--- src/rtl/wpg_pkg.sv ---
package wpg_pkg;
  typedef enum logic [1:0] {
    OP_PROG   = 2'b00,
    OP_PERASE = 2'b01,
    OP_MERASE = 2'b10,
    OP_RSVD   = 2'b11
  } wp_op_e;

  localparam int NFLAGS   = 3;
  localparam int FLAG_EOP = 0;
  localparam int FLAG_WRP = 1;
  localparam int FLAG_PGE = 2;
endpackage

--- src/rtl/wpg_mask_reg.sv ---
module wpg_mask_reg #(
  parameter int GROUPS = 32
) (
  input  logic              clk_i,
  input  logic              rst_ni,
  input  logic              reload_i,
  input  logic              erase_i,
  input  logic [GROUPS-1:0] opt_mask_i,
  output logic [GROUPS-1:0] mask_o
);
  logic [GROUPS-1:0] mask_q;
  logic              erased_q;

  always_ff @(posedge clk_i or negedge rst_ni) begin
    if (!rst_ni) begin
      mask_q   <= '0;
      erased_q <= 1'b0;
    end else begin
      if (reload_i) begin
        mask_q   <= (erased_q || erase_i) ? '1 : opt_mask_i;
        erased_q <= 1'b0;
      end else if (erase_i) begin
        erased_q <= 1'b1;
      end
    end
  end

  assign mask_o = mask_q;


  mask_hold_chk: assert property (@(posedge clk_i) disable iff (!rst_ni)
    !reload_i |=> $stable(mask_q));


  erase_load_chk: assert property (@(posedge clk_i) disable iff (!rst_ni)
    (reload_i && erase_i) |=> (&mask_q));
endmodule

--- src/rtl/wpg_lookup.sv ---
module wpg_lookup
  import wpg_pkg::*;
#(
  parameter int GROUPS = 32,
  localparam int GRP_W = (GROUPS > 1) ? $clog2(GROUPS) : 1
) (
  input  logic              valid_i,
  input  wp_op_e            op_i,
  input  logic [GRP_W-1:0]  grp_i,
  input  logic [GROUPS-1:0] mask_i,
  output logic              allow_o,
  output logic              block_o
);
  logic grp_open;
  logic all_open;

  assign grp_open = mask_i[grp_i];
  assign all_open = &mask_i;

  always_comb begin
    allow_o = 1'b0;
    block_o = 1'b0;
    if (valid_i) begin
      unique case (op_i)
        OP_PROG, OP_PERASE: begin
          allow_o = grp_open;
          block_o = !grp_open;
        end
        OP_MERASE: begin
          allow_o = all_open;
          block_o = !all_open;
        end
        default: ;
      endcase
    end
  end
endmodule

--- src/rtl/wpg_status.sv ---
module wpg_status
  import wpg_pkg::*;
(
  input  logic              clk_i,
  input  logic              rst_ni,
  input  logic [NFLAGS-1:0] set_i,
  input  logic [NFLAGS-1:0] clr_i,
  input  logic              eop_ie_i,
  input  logic              err_ie_i,
  output logic [NFLAGS-1:0] flags_o,
  output logic              irq_o
);
  logic [NFLAGS-1:0] flags_q;

  for (genvar i = 0; i < NFLAGS; i++) begin : g_flag
    always_ff @(posedge clk_i or negedge rst_ni) begin
      if (!rst_ni)        flags_q[i] <= 1'b0;
      else if (set_i[i])  flags_q[i] <= 1'b1;
      else if (clr_i[i])  flags_q[i] <= 1'b0;
    end


    set_wins_chk: assert property (@(posedge clk_i) disable iff (!rst_ni)
      set_i[i] |=> flags_q[i]);


    sticky_chk: assert property (@(posedge clk_i) disable iff (!rst_ni)
      (flags_q[i] && !clr_i[i]) |=> flags_q[i]);
  end

  assign flags_o = flags_q;
  assign irq_o   = (flags_q[FLAG_EOP] & eop_ie_i)
                 | ((flags_q[FLAG_WRP] | flags_q[FLAG_PGE]) & err_ie_i);
endmodule

--- src/rtl/wpg_guard.sv ---
module wpg_guard
  import wpg_pkg::*;
#(
  parameter int NUM_PAGES = 64,
  localparam int GROUPS = NUM_PAGES / 2,
  localparam int PAGE_W = $clog2(NUM_PAGES),
  localparam int GRP_W  = (GROUPS > 1) ? $clog2(GROUPS) : 1
) (
  input  logic              clk_i,
  input  logic              rst_ni,
  input  logic              req_valid_i,
  input  logic [1:0]        req_op_i,
  input  logic [PAGE_W-1:0] req_page_i,
  input  logic [GROUPS-1:0] opt_mask_i,
  input  logic              opt_reload_i,
  input  logic              opt_erase_i,
  input  logic              done_i,
  input  logic              pgerr_i,
  input  logic              eop_ie_i,
  input  logic              err_ie_i,
  input  logic [2:0]        clr_i,
  output logic              go_o,
  output logic [1:0]        go_op_o,
  output logic [PAGE_W-1:0] go_page_o,
  output logic              eop_o,
  output logic              wrp_err_o,
  output logic              pg_err_o,
  output logic              irq_o
);
  logic [GROUPS-1:0] active_mask;
  logic [GRP_W-1:0]  grp;
  logic              allow, block;
  logic [NFLAGS-1:0] set_vec, flags;
  wp_op_e            op;

  assign op  = wp_op_e'(req_op_i);
  assign grp = req_page_i[PAGE_W-1:1];

  wpg_mask_reg #(.GROUPS(GROUPS)) u_mask (
    .clk_i      (clk_i),
    .rst_ni     (rst_ni),
    .reload_i   (opt_reload_i),
    .erase_i    (opt_erase_i),
    .opt_mask_i (opt_mask_i),
    .mask_o     (active_mask)
  );

  wpg_lookup #(.GROUPS(GROUPS)) u_lookup (
    .valid_i (req_valid_i),
    .op_i    (op),
    .grp_i   (grp),
    .mask_i  (active_mask),
    .allow_o (allow),
    .block_o (block)
  );

  always_comb begin
    set_vec           = '0;
    set_vec[FLAG_EOP] = done_i;
    set_vec[FLAG_WRP] = block;
    set_vec[FLAG_PGE] = pgerr_i;
  end

  wpg_status u_status (
    .clk_i    (clk_i),
    .rst_ni   (rst_ni),
    .set_i    (set_vec),
    .clr_i    (clr_i),
    .eop_ie_i (eop_ie_i),
    .err_ie_i (err_ie_i),
    .flags_o  (flags),
    .irq_o    (irq_o)
  );

  logic              go_q;
  logic [1:0]        op_q;
  logic [PAGE_W-1:0] page_q;

  always_ff @(posedge clk_i or negedge rst_ni) begin
    if (!rst_ni) begin
      go_q   <= 1'b0;
      op_q   <= '0;
      page_q <= '0;
    end else begin
      go_q <= allow;
      if (allow) begin
        op_q   <= req_op_i;
        page_q <= req_page_i;
      end
    end
  end

  assign go_o      = go_q;
  assign go_op_o   = op_q;
  assign go_page_o = page_q;
  assign eop_o     = flags[FLAG_EOP];
  assign wrp_err_o = flags[FLAG_WRP];
  assign pg_err_o  = flags[FLAG_PGE];


  blocked_chk: assert property (@(posedge clk_i) disable iff (!rst_ni)
    block |=> (!go_o && wrp_err_o));


  go_idle_chk: assert property (@(posedge clk_i) disable iff (!rst_ni)
    !req_valid_i |=> !go_o);


  merase_chk: assert property (@(posedge clk_i) disable iff (!rst_ni)
    (req_valid_i && op == OP_MERASE && !(&active_mask)) |=> !go_o);


  rsvd_chk: assert property (@(posedge clk_i) disable iff (!rst_ni)
    (req_valid_i && op == OP_RSVD) |=> !go_o);
endmodule

--- config.mk ---
export PLATFORM = sky130hd
export DESIGN_NAME = wpg_guard
export DESIGN_NICKNAME = d
export VERILOG_FILES = /design/src/rtl/wpg_pkg.sv /design/src/rtl/wpg_mask_reg.sv /design/src/rtl/wpg_lookup.sv /design/src/rtl/wpg_status.sv /design/src/rtl/wpg_guard.sv
export SDC_FILE = /design/constraint.sdc
export NUM_CORES = 1
export LEC_CHECK = 0
export ABC_AREA = 1
export CAP_MARGIN = 20
export CORE_AREA = 4 4 91 93
export CTS_CLUSTER_SIZE = 8
export DETAILED_ROUTE_END_ITERATION = 12
export DIE_AREA = 0 0 95 97
export GPL_ROUTABILITY_DRIVEN = 0
export PLACE_DENSITY = 0.67
export SLEW_MARGIN = 20
export SYNTH_ARGS = -nofsm -noshare
export SYNTH_HDL_FRONTEND = slang
export SYNTH_HIERARCHICAL = 1
export SYNTH_SLANG_ARGS = --single-unit
export TNS_END_PERCENT = 30
--- constraint.sdc ---
create_clock -name clk_i -period 1.3 [get_ports clk_i]
set_input_delay 0.39 -clock clk_i [delete_from_list [all_inputs] [get_ports clk_i]]
set_output_delay 0.39 -clock clk_i [all_outputs]
set_load 0.005 [all_outputs]
### After elaboration in Yosys (flattened, before gate mapping)

Cells that the tools add are included.

* bits in registers: 45
* input bits: 52
* output and inout port bits: 13
* logic and storage cells: 40

* magnitude comparators: 1
* eq/ne operators: 2
* multiplexer cells: 15
* bitwise logic cells: 4
* reduce and logical (&&, ||, !) cells: 10

Operator list (number)
* 32-bit 2-to-1 mux: 1
* 32-bit AND reduction: 1
* 1-bit 2-to-1 mux: 11
* 2-bit nonzero test: 4
* 5-bit by 6-bit < comparator with 1-bit output, second input constant: 1
* 1-bit binary-select mux with 5-bit select: 1
* 1-bit one-hot mux with 2 select lines: 2
* 1-bit AND: 2
* 2-bit by 1-bit == test with 1-bit output, second input constant: 1
* 2-bit == test, second input constant: 1
* 1-bit logical NOT: 2
* 2-bit logical NOT: 1
* 1-bit OR: 2
* 2-bit OR reduction: 1
* 1-bit logical OR: 1

### Longest topological paths before layout

Gate-level depths: netlist of the first run.

* depth in word-level cells: 6
* depth in mapped cells: 15
* gate-level depth less buffers: 12

### By module

Netlist of the first run, hierarchy kept.

By module, submodules not included
* wpg_mask_reg: instances 1, cells each 142, area an instance 1567.8 um2
* wpg_lookup: instances 1, cells each 111, area an instance 545.5 um2
* wpg_guard: instances 1, cells each 35, area an instance 330.3 um2
* wpg_status: instances 1, cells each 12, area an instance 132.6 um2

### Least setup slack after synthesis of the first run

OpenSTA, ideal clock, no wires.

* path type: input to register
* from: in req_page_i[1]
* to: reg op_q[0] (netlist: go_op_o[0])
* library setup time: 0.116 ns
* arrival: 1.521 ns
* required time: 1.184 ns
* slack: -0.337 ns
* stages on the path: 15
* path buffers: 3
* cell sequence: buf_6 -> inv_8 -> buf_12 -> nand2_2 -> nand3_1 -> nand3_1 -> nand2_1 -> nand2_1 -> nand3_1 -> nand3_2 -> a21oi_2 -> buf_6 -> inv_2 -> nand2_1 -> nand2_1

* longest elaborated chain between the ends: 4

RTL lines
* start: declaration: line wpg_guard.sv:13 `input logic [PAGE_W-1:0] req_page_i,`
* 1-bit binary-select mux with 5-bit select: line wpg_lookup.sv:17 `assign grp_open = mask_i[grp_i];`
* 1-bit 2-to-1 mux (not written as such): line wpg_lookup.sv:17
* 1-bit one-hot mux with 2 select lines: line wpg_lookup.sv:24 `unique case (op_i)`
* 1-bit 2-to-1 mux: line wpg_lookup.sv:23 `if (valid_i) begin`
* via allow: line wpg_guard.sv:32 `logic allow, block;`
* end signal: assignment: line wpg_guard.sv:87 `op_q <= req_op_i;`
* end: declaration: line wpg_guard.sv:76 `logic [1:0] op_q;`

The timed path passes the listed nets, and every way through them passes these cells. The select of a mux whose other input is x is not followed.
A chain may end at the register's enable or synchronous reset.

### Worst setup path after layout of the first run

* from: reg u_mask.mask_q[12] (netlist: u_mask/mask_o[12])
* to: reg page_q[1] (netlist: go_page_o[1])

* longest elaborated chain between the ends: 4
* elaborated cells between the ends (all ways): 5

RTL lines
* start: declaration: line wpg_mask_reg.sv:11 `logic [GROUPS-1:0] mask_q;`
* start signal: assignment: line wpg_mask_reg.sv:20 `mask_q <= (erased_q || erase_i) ? '1 : opt_mask_i;`
* 1-bit binary-select mux with 5-bit select: line wpg_lookup.sv:17
* 1-bit 2-to-1 mux (not written as such): line wpg_lookup.sv:17
* 1-bit one-hot mux with 2 select lines *: line wpg_lookup.sv:24
* 1-bit 2-to-1 mux *: line wpg_lookup.sv:23
* via allow: line wpg_guard.sv:32
* end signal: assignment: line wpg_guard.sv:88 `page_q <= req_page_i;`
* end: declaration: line wpg_guard.sv:77 `logic [PAGE_W-1:0] page_q;`

Mark *: on every way through the listed nets, which the timed path passes. The rest lies on a longest branch. The select of a mux whose other input is x is not followed.

==> results of run 1 <==
-- metrics by stage --
step	area [µm²]	setup WS, ns	power [µW]	utilization (%)	hold slack, ns
after floorplan	2590	-0.322	2120	-	0.0944
after global placement	3320	-0.854	2530	44.1	0.387
after detailed placement	3320	-0.925	2550	44.1	0.387
after CTS	3550	-0.211	3440	47.2	0.0650
after global routing	3530	-0.406	3610	46.9	0.0662
final	3530	-0.260	3390	46.9	0.0527
-- power breakdown --
part | switching (µW) | internal, µW
Sequential | 107 | 1540
Combinational | 443 | 489
Clock | 430 | 382
Total | 980 | 2410
-- flip-flops by register name, summed over array words and instances (netlist names) --
name / cells
go_o: 1
u_status/flags_o: 3
go_page_o: 6
u_mask/erased_q: 1
go_op_o: 2
u_mask/mask_o: 32
-- final cells by class --
| type | count | share of cell area, % |
|---|---|---|
| multi-input cells | 223 | 34.4 |
| clock buffers | 8 | 2.27 |
| flip-flops and latches | 45 | 31.9 |
| repair inverters | 1 | 0.460 |
| repair buffers | 89 | 24.7 |
| well taps | 102 | 3.61 |
| inverters | 17 | 2.66 |
-- cells in the mapped netlist --
master                     instances
sky130_fd_sc_hd__inv_8             2
sky130_fd_sc_hd__nand3_2           2
sky130_fd_sc_hd__a21oi_2          31
sky130_fd_sc_hd__nand3b_1          1
sky130_fd_sc_hd__buf_6             8
sky130_fd_sc_hd__nand3_1          24
sky130_fd_sc_hd__nor2_2           30
sky130_fd_sc_hd__a21oi_1           3
sky130_fd_sc_hd__nand2_1          74
sky130_fd_sc_hd__o21bai_2          3
sky130_fd_sc_hd__nor2_4            1
sky130_fd_sc_hd__nand2_2           7
sky130_fd_sc_hd__buf_4             3
sky130_fd_sc_hd__nand4_1           5
sky130_fd_sc_hd__buf_12            4
sky130_fd_sc_hd__inv_2             3
sky130_fd_sc_hd__nor2_1           41
sky130_fd_sc_hd__dfrtp_1          45
sky130_fd_sc_hd__inv_1            12
sky130_fd_sc_hd__o21ai_1           1
-- critical path: stages (launching register included) --
cell                      delay [ns]
sky130_fd_sc_hd__dfrtp_1        0.39
sky130_fd_sc_hd__nand2_1        0.07
sky130_fd_sc_hd__nor2_1         0.10
sky130_fd_sc_hd__nand4_1        0.13
sky130_fd_sc_hd__nor2_2         0.18
sky130_fd_sc_hd__nand4_1        0.12
sky130_fd_sc_hd__a21oi_2        0.17
sky130_fd_sc_hd__buf_6          0.15
sky130_fd_sc_hd__inv_8          0.05
sky130_fd_sc_hd__nand2_1        0.05
sky130_fd_sc_hd__nand2_1        0.05
-- what timing repair did --
action,CTS,global route
gates cloned,5,0
hold buffers,0,0
setup buffers,4,3
endpoints found under the setup margin,23,21
pin swaps,8,3
gates resized for setup,58,17
-- per-layer routing --
metal,vias up,track usage [%]
met4,0,3.77
met1,1025,19.1
met3,5,3.03
li1,1117,-
met5,-,0
met2,82,21.6
-- final timing paths --
| check | from | endpoint | slack, ns | depth (start not counted) |
|---|---|---|---|---|
| setup reg to reg | u_mask/mask_o[12]$_DFFE_PN0P_ | go_page_o[1]$_DFFE_PN0P_ | -0.26 | 10 |
| hold / removal | rst_ni | go_page_o[1]$_DFFE_PN0P_ | 0.05 | 2 |
| min in group clk_i | req_page_i[1] | go_page_o[1]$_DFFE_PN0P_ | 0.48 | 4 |
| setup / recovery | u_mask/mask_o[12]$_DFFE_PN0P_ | go_page_o[1]$_DFFE_PN0P_ | -0.26 | 10 |
| max in group asynchronous | rst_ni | u_mask/mask_o[21]$_DFFE_PN0P_ | 1.02 | 2 |
| hold reg to reg | go_page_o[4]$_DFFE_PN0P_ | go_page_o[4]$_DFFE_PN0P_ | 0.49 | 2 |
-- logic make-up (layout without fill, tap and decap cells) --
logic type,count (synthesis),count (layout),synth area share (%)
simple gates,185,185,33.1
flops,45,45,43.7
compound gates,38,38,12.6
buf+inv,32,115,10.5
==> parameters.txt, run 1 <==
Parameter                              Value

Outcome
  Status ... complete, but fails checks
  Failing checks ... setup timing

Routing
  Routed wire length ... just under 6 mm
  Routed wire per std cell ... between 10 and 15 µm
  Met3 WL post-DR ... 483 µm
  Number of optimization iterations in the first detailed-route pass ... 4
  WL met2 ... between 2 and 3 mm
  DRC errors left ... 0
  Vias ... 2229
  Initial DRC Count ... around 150
  Via/cell ratio ... between 4 and 5
  Final ANT Viol Nets ... 0
  M1 wire length ... about 2.6 mm
  Highest metal layer with signal wires ... met4

Synth
  Synth warn ... 6
  Leading area contributor after synthesis ... sky130_fd_sc_hd__dfrtp_1
  Yosys cell types ... 20
  Share of synthesized area occupied by flip-flops and latches ... 43.7%
  Mean instance size in the synthesized netlist ... about 8.6 µm²
  Post-synthesis instance total ... 300
  Top cells by area in the synthesized netlist ... sky130_fd_sc_hd__dfrtp_1, sky130_fd_sc_hd__nand2_1, sky130_fd_sc_hd__a21oi_2
  Top-area cell type share of the netlist area ... about 44%
  Register bit total from synthesis ... 45
  Synth Cell Area ... 2580 µm²
  Number of nets produced by synthesis ... between 300 and 400

Placement
  Post-DP HPWL ... 4.24 mm
  Port Buffer Count ... 64
  Cell count after placement ... approximately 470

Floorplan
  Die height ... 97 µm
  Ports placed on the boundary ... 65
  Total Die Area ... approximately 9200 µm²
  Floorplan Core Area ... around 7500 µm²
  Cell Rows ... 32
  Die width ... approximately 95 µm
  Initial core utilization ... about 34%

Power and ir drop
  Power Density ... roughly 960 nW/µm²
  Static leakage ... 0.00159 µW
  Maximum ir drop on the vdd rail ... 0.336 mV

Timing
  Number of pins with negative max-slew slack in the final report ... 0
  Sum of negative setup slack ... -2.46 ns
  Final setup vio count ... 11
  Fin crit period ... around 1.6 ns
  Worst setup slack after layout ... -0.260 ns
  Unrepaired setup endpoints after global routing ... yes
  Ratio of final minimum period to clock period ... 120%
  Final hold vios ... 0
  Slew at the pin closest to its max-slew limit ... approximately 0.28 ns
  Fmax achieved ... about 640 MHz
  Layout Skew ... between 0.007 and 0.008 ns
  Worst max-slew margin expressed relative to the limit ... around four fifths

Final layout
  Sequential cell area in the final layout ... 1130 µm²
  Final std cells w/o fill ... 485
  Fillers ... about 760
  Fraction of final layout cells with drive strength greater than 1 ... a little over a third
  Area added between synthesis and finish ... 37.2%
  Nets ... 434
  Total area of multi-input combinational cells ... between 1000 and 1500 µm²
  Commonest non-fill, non-tap cells in the layout ... sky130_fd_sc_hd__nand2_1, sky130_fd_sc_hd__clkdlybuf4s50_1, sky130_fd_sc_hd__dfrtp_1, sky130_fd_sc_hd__nor2_1
  Commonest non-fill, non-tap cell in the layout ... sky130_fd_sc_hd__nand2_1
  Final antenna diode count ... 0

Clock tree
  Clock tree from TritonCTS ... built
  Total clock sinks ... 45
  Insertion delay of the later-clocked pin in the worst-skew pair ... around 0.29 ns
  Max H-tree Level ... 2
  TritonCTS Buffers ... 5
  Clock transition at the registers of the reported paths ... 0.08 ns
  Buffer cell driving the clock tree root ... sky130_fd_sc_hd__clkbuf_8
  Maximum buffer depth of the clock tree ... 2

Global routing
  Antenna violations before repair ... 0
  Global-route wire length before repair ... 10.2 mm
  Largest net degree at the start of global routing ... between 40 and 50
  Via count of the first global-routing pass ... ~2200
  GRT Util Overall ... between 10% and 20%
  Total congestion overflow after global routing ... 0

Critical path
  Setup Crit Path Kind ... register to register
  Data required time at the worst endpoint ... 1.49 ns
  Kind of launch point of the worst setup path ... register
  Signal arrival time at the worst endpoint ... between 1.5 and 2 ns
  Endpoint type of the worst setup path ... register
  Max FO, Critical Path ... 8

Flow run
  Max-cap violation count ... 0

Hold path
  Worst min path class ... primary input to asynchronous set/reset pin
Note: power is estimated with default switching activity, not from simulation.
==> run 2: changes to the inputs <==
--- a/config.mk
+++ b/config.mk
@@ -13,6 +13,7 @@
 export DIE_AREA = 0 0 95 97
 export GPL_ROUTABILITY_DRIVEN = 0
 export PLACE_DENSITY = 0.67
+export SKIP_CTS_REPAIR_TIMING = 1
 export SLEW_MARGIN = 20
 export SYNTH_ARGS = -nofsm -noshare
 export SYNTH_HDL_FRONTEND = slang
==> run 2 against run 1 <==
- the flow still finishes with violations (setup timing)
- setup slack lost 0.0050 ns
- global-route usage shrank 0.93 points
- routed wire length shrank 1.2%
- clock skew shrank 0.0031 ns
- highest routed layer unchanged
- utilization grew 0.22 points
- flip-flop and latch count is the same
- critical path type is now primary input to register
- die area is the same
- count of clock-buffer cells in the layout is the same
- via count shrank 2.6%
- critical endpoint is now go_op_o[1]$_DFFE_PN0P_
- register-to-register slack is essentially flat
==> parameters.txt, run 2 (synthesized netlist as in run 1, its figures left out) <==
Parameter                              Value

Outcome
  Status ... complete, but fails checks (unchanged)
  Failing checks ... setup timing (unchanged)

Routing
  Number of optimization iterations in the first detailed-route pass ... 4 (unchanged)
  Routed wire length ... 5.87 mm (was 5.94 mm)
  Via/cell ratio ... 4.54 (was 4.60)
  Vias ... 2172 (was 2229)
  Initial DRC Count ... 97 (was 148)
  Final ANT Viol Nets ... 0 (unchanged)
  DRC errors left ... 0 (unchanged)
  Routed wire per std cell ... 12.3 µm (about the same)

Timing
  Worst max-slew margin expressed relative to the limit ... 81.7% (was 81.5%)
  Final hold vios ... 0 (unchanged)
  Ratio of final minimum period to clock period ... 120% (about the same)
  Fmax achieved ... 639 MHz (was 641 MHz)
  Number of pins with negative max-slew slack in the final report ... 0 (unchanged)
  Fin crit period ... 1.56 ns (about the same)
  Layout Skew ... 0.00451 ns (was 0.00760 ns)
  Final setup vio count ... 11 (unchanged)
  Worst setup slack after layout ... -0.265 ns (was -0.260 ns)
  Unrepaired setup endpoints after global routing ... yes (unchanged)
  Slew at the pin closest to its max-slew limit ... 0.275 ns (was 0.278 ns)

Flow run
  Max-cap violation count ... 0 (unchanged)

Critical path
  Buffer and inverter count on the worst path ... 5 (was 2)
  Max FO, Critical Path ... 8 (unchanged)
  Longest individual stage delay on the worst path ... 0.17 ns (was 0.39 ns)
  Signal arrival time at the worst endpoint ... 1.75 ns (about the same)
  CP dominant cell by count ... sky130_fd_sc_hd__nand2_1 (unchanged)
  Kind of launch point of the worst setup path ... primary input (was register)
  Setup Crit Path Kind ... primary input to register (was register to register)
  Cell type of the slowest stage on the worst timing path ... sky130_fd_sc_hd__a21oi_2 (was sky130_fd_sc_hd__dfrtp_1)
  Worst reg2reg setup slack ... -0.25 ns (was -0.26 ns)
  Critical Path, Cell by Cell ... buf_4 -> buf_12 -> inv_6 -> nand2_1 -> nand3_1 -> nand3_1 -> nand2_1 -> nand2_1 -> nand3_1 -> nand3_2 -> a21oi_2 -> buf_6 -> inv_8 -> nand2_1 -> nand2_1 (was nand2_1 -> nor2_1 -> nand4_1 -> nor2_2 -> nand4_1 -> a21oi_2 -> buf_6 -> inv_8 -> nand2_1 -> nand2_1)
  Data required time at the worst endpoint ... 1.49 ns (about the same)
  Endpoint type of the worst setup path ... register (unchanged)
  Gate family responsible for the most delay along the worst path ... buffers and inverters (was simple AND/OR/NAND/NOR gates)

Global routing
  Largest net degree at the start of global routing ... 46 (unchanged)
  Total congestion overflow after global routing ... 0 (unchanged)
  GRT Util Overall ... 12.9% (was 13.8%)
  Global-route wire length before repair ... 9.66 mm (was 10.2 mm)
  Antenna violations before repair ... 0 (unchanged)
  Via count of the first global-routing pass ... 2164 (was 2198)

Power and ir drop
  Combinational fraction of design power ... 27.0% (was 27.5%)
  Seq pwr share ... 49.0% (was 48.6%)
  Maximum ir drop on the vdd rail ... 0.337 mV (was 0.336 mV)
  Fraction of power spent switching nets ... 28.4% (was 28.9%)
  Switching component of the power ... 957 µW (was 980 µW)
  Static leakage ... 0.00169 µW (was 0.00159 µW)
  Internal power ... 2410 µW (about the same)
  Part of the total power dissipated in the clock network ... 24.0% (was 23.9%)
  Power Density ... 948 nW/µm² (was 960 nW/µm²)

Final layout
  Commonest non-fill, non-tap cells in the layout ... sky130_fd_sc_hd__nand2_1, sky130_fd_sc_hd__clkdlybuf4s50_1, sky130_fd_sc_hd__dfrtp_1, sky130_fd_sc_hd__nor2_1 (unchanged)
  Area added between synthesis and finish ... 37.8% (was 37.2%)
  Commonest non-fill, non-tap cell in the layout ... sky130_fd_sc_hd__nand2_1 (unchanged)
  Fraction of final layout cells with drive strength greater than 1 ... 31.1% (was 35.8%)
  Final antenna diode count ... 0 (unchanged)
  Final std cells w/o fill ... 478 (was 485)
  Nets ... 427 (was 434)
  Max reg flops ... 32 (unchanged)

Floorplan
  Die width ... 95 µm (unchanged)
  Ports placed on the boundary ... 65 (unchanged)
  Total Die Area ... 9220 µm² (unchanged)
  Initial core utilization ... 34.2% (unchanged)
  Floorplan Core Area ... 7530 µm² (unchanged)
  Cell Rows ... 32 (unchanged)
  Die height ... 97 µm (unchanged)

Clock tree
  Max H-tree Level ... 2 (unchanged)
  Maximum buffer depth of the clock tree ... 2 (unchanged)
  TritonCTS Buffers ... 5 (unchanged)
  Insertion delay of the later-clocked pin in the worst-skew pair ... 0.29 ns (about the same)
  Total clock sinks ... 45 (unchanged)
  Buffer cell driving the clock tree root ... sky130_fd_sc_hd__clkbuf_8 (unchanged)
  Clock transition at the registers of the reported paths ... 0.08 ns (about the same)
  Clock tree from TritonCTS ... built (unchanged)

Placement
  Port Buffer Count ... 64 (unchanged)
  Dpl ws ... -0.925 ns (unchanged)
  Cell count after placement ... 465 (unchanged)
  Post-DP HPWL ... 4.24 mm (unchanged)

Hold path
  Worst min path class ... primary input to asynchronous set/reset pin (unchanged)
## run 2: changes by cell type in the layout (fill, tap and decap cells not counted), sizes merged
cell	change
buf	-10
clkbuf	-8
clkdlybuf4s15	-1
clkdlybuf4s50	+1
dlygate4sd2	-2
dlymetal6s2s	+13
## run 2: power groups by stage
| stage | Combinational [µW] | Clock (µW) | Sequential [µW] |
|---|---|---|---|
| after detailed placement | 885 | 0 | 1670 |
| after CTS | 886 | 852 | 1640 |
| final | 908 | 808 | 1650 |
| after global routing | 1020 | 891 | 1670 |
| after floorplan | 468 | 0 | 1650 |
| after global placement | 864 | 0 | 1670 |
## run 2: layout make-up
cell class,count,area (µm²)
fill,770,3980
multi-input combinational,223,1210
sequential,45,1130
timing repair buffer,82,901
tap,102,128
inverter,17,97.6
clock buffer,8,80.1
timing repair inverter,1,8.76
## run 2: worst paths after layout
kind,end,cells after the start,from
max,go_op_o[1]$_DFFE_PN0P_,15,req_page_i[1]
min,go_page_o[1]$_DFFE_PN0P_,2,rst_ni
max reg2reg,go_op_o[1]$_DFFE_PN0P_,13,u_mask/mask_o[12]$_DFFE_PN0P_
min reg2reg,go_page_o[4]$_DFFE_PN0P_,2,go_page_o[4]$_DFFE_PN0P_
max in group asynchronous,u_mask/mask_o[21]$_DFFE_PN0P_,2,rst_ni
min in group clk_i,go_page_o[3]$_DFFE_PN0P_,3,req_page_i[3]
## run 2: worst reg2reg max path, delay by kind of cell, from the launching register on
family,cells,cell delay [ns]
buffers and inverters,3,0.31
AO/OA/AOI/OAI,1,0.17
flip-flops,1,0.39
AND/OR/NAND/NOR,9,0.57
## run 2: through the flow
step	cell area (µm²)	utilization [%]	setup TNS, ns	hold WS (ns)	total power [µW]
6_report	3550	47.2	-2.40	0.0576	3360
5_1_grt	3550	47.2	-3.97	0.0698	3580
4_1_cts	3400	45.2	-9.48	0.0650	3380
3_5_place_dp	3320	44.1	-13.96	0.387	2550
3_3_place_gp	3320	44.1	-13.33	0.387	2530
2_1_floorplan	2590	-	-2.74	0.0944	2120
## run 2: metal layers
| layer | up-vias | share of wire [%] | GRT usage, % |
|---|---|---|---|
| li1 | 1103 | - | - |
| met1 | 1001 | 44 | 17.2 |
| met2 | 61 | 48 | 20.4 |
| met3 | 7 | 6.1 | 3.03 |
| met4 | 0 | 1.1 | 4.11 |
| met5 | - | 0 | 0 |
==> run 3: changes to the inputs <==
--- a/config.mk
+++ b/config.mk
@@ -14,7 +14,6 @@
 export GPL_ROUTABILITY_DRIVEN = 0
 export PLACE_DENSITY = 0.67
 export SKIP_CTS_REPAIR_TIMING = 1
-export SLEW_MARGIN = 20
 export SYNTH_ARGS = -nofsm -noshare
 export SYNTH_HDL_FRONTEND = slang
 export SYNTH_HIERARCHICAL = 1
==> results of run 3 <==
The final DEF is identical to that of run 2; final timing and power are the same.
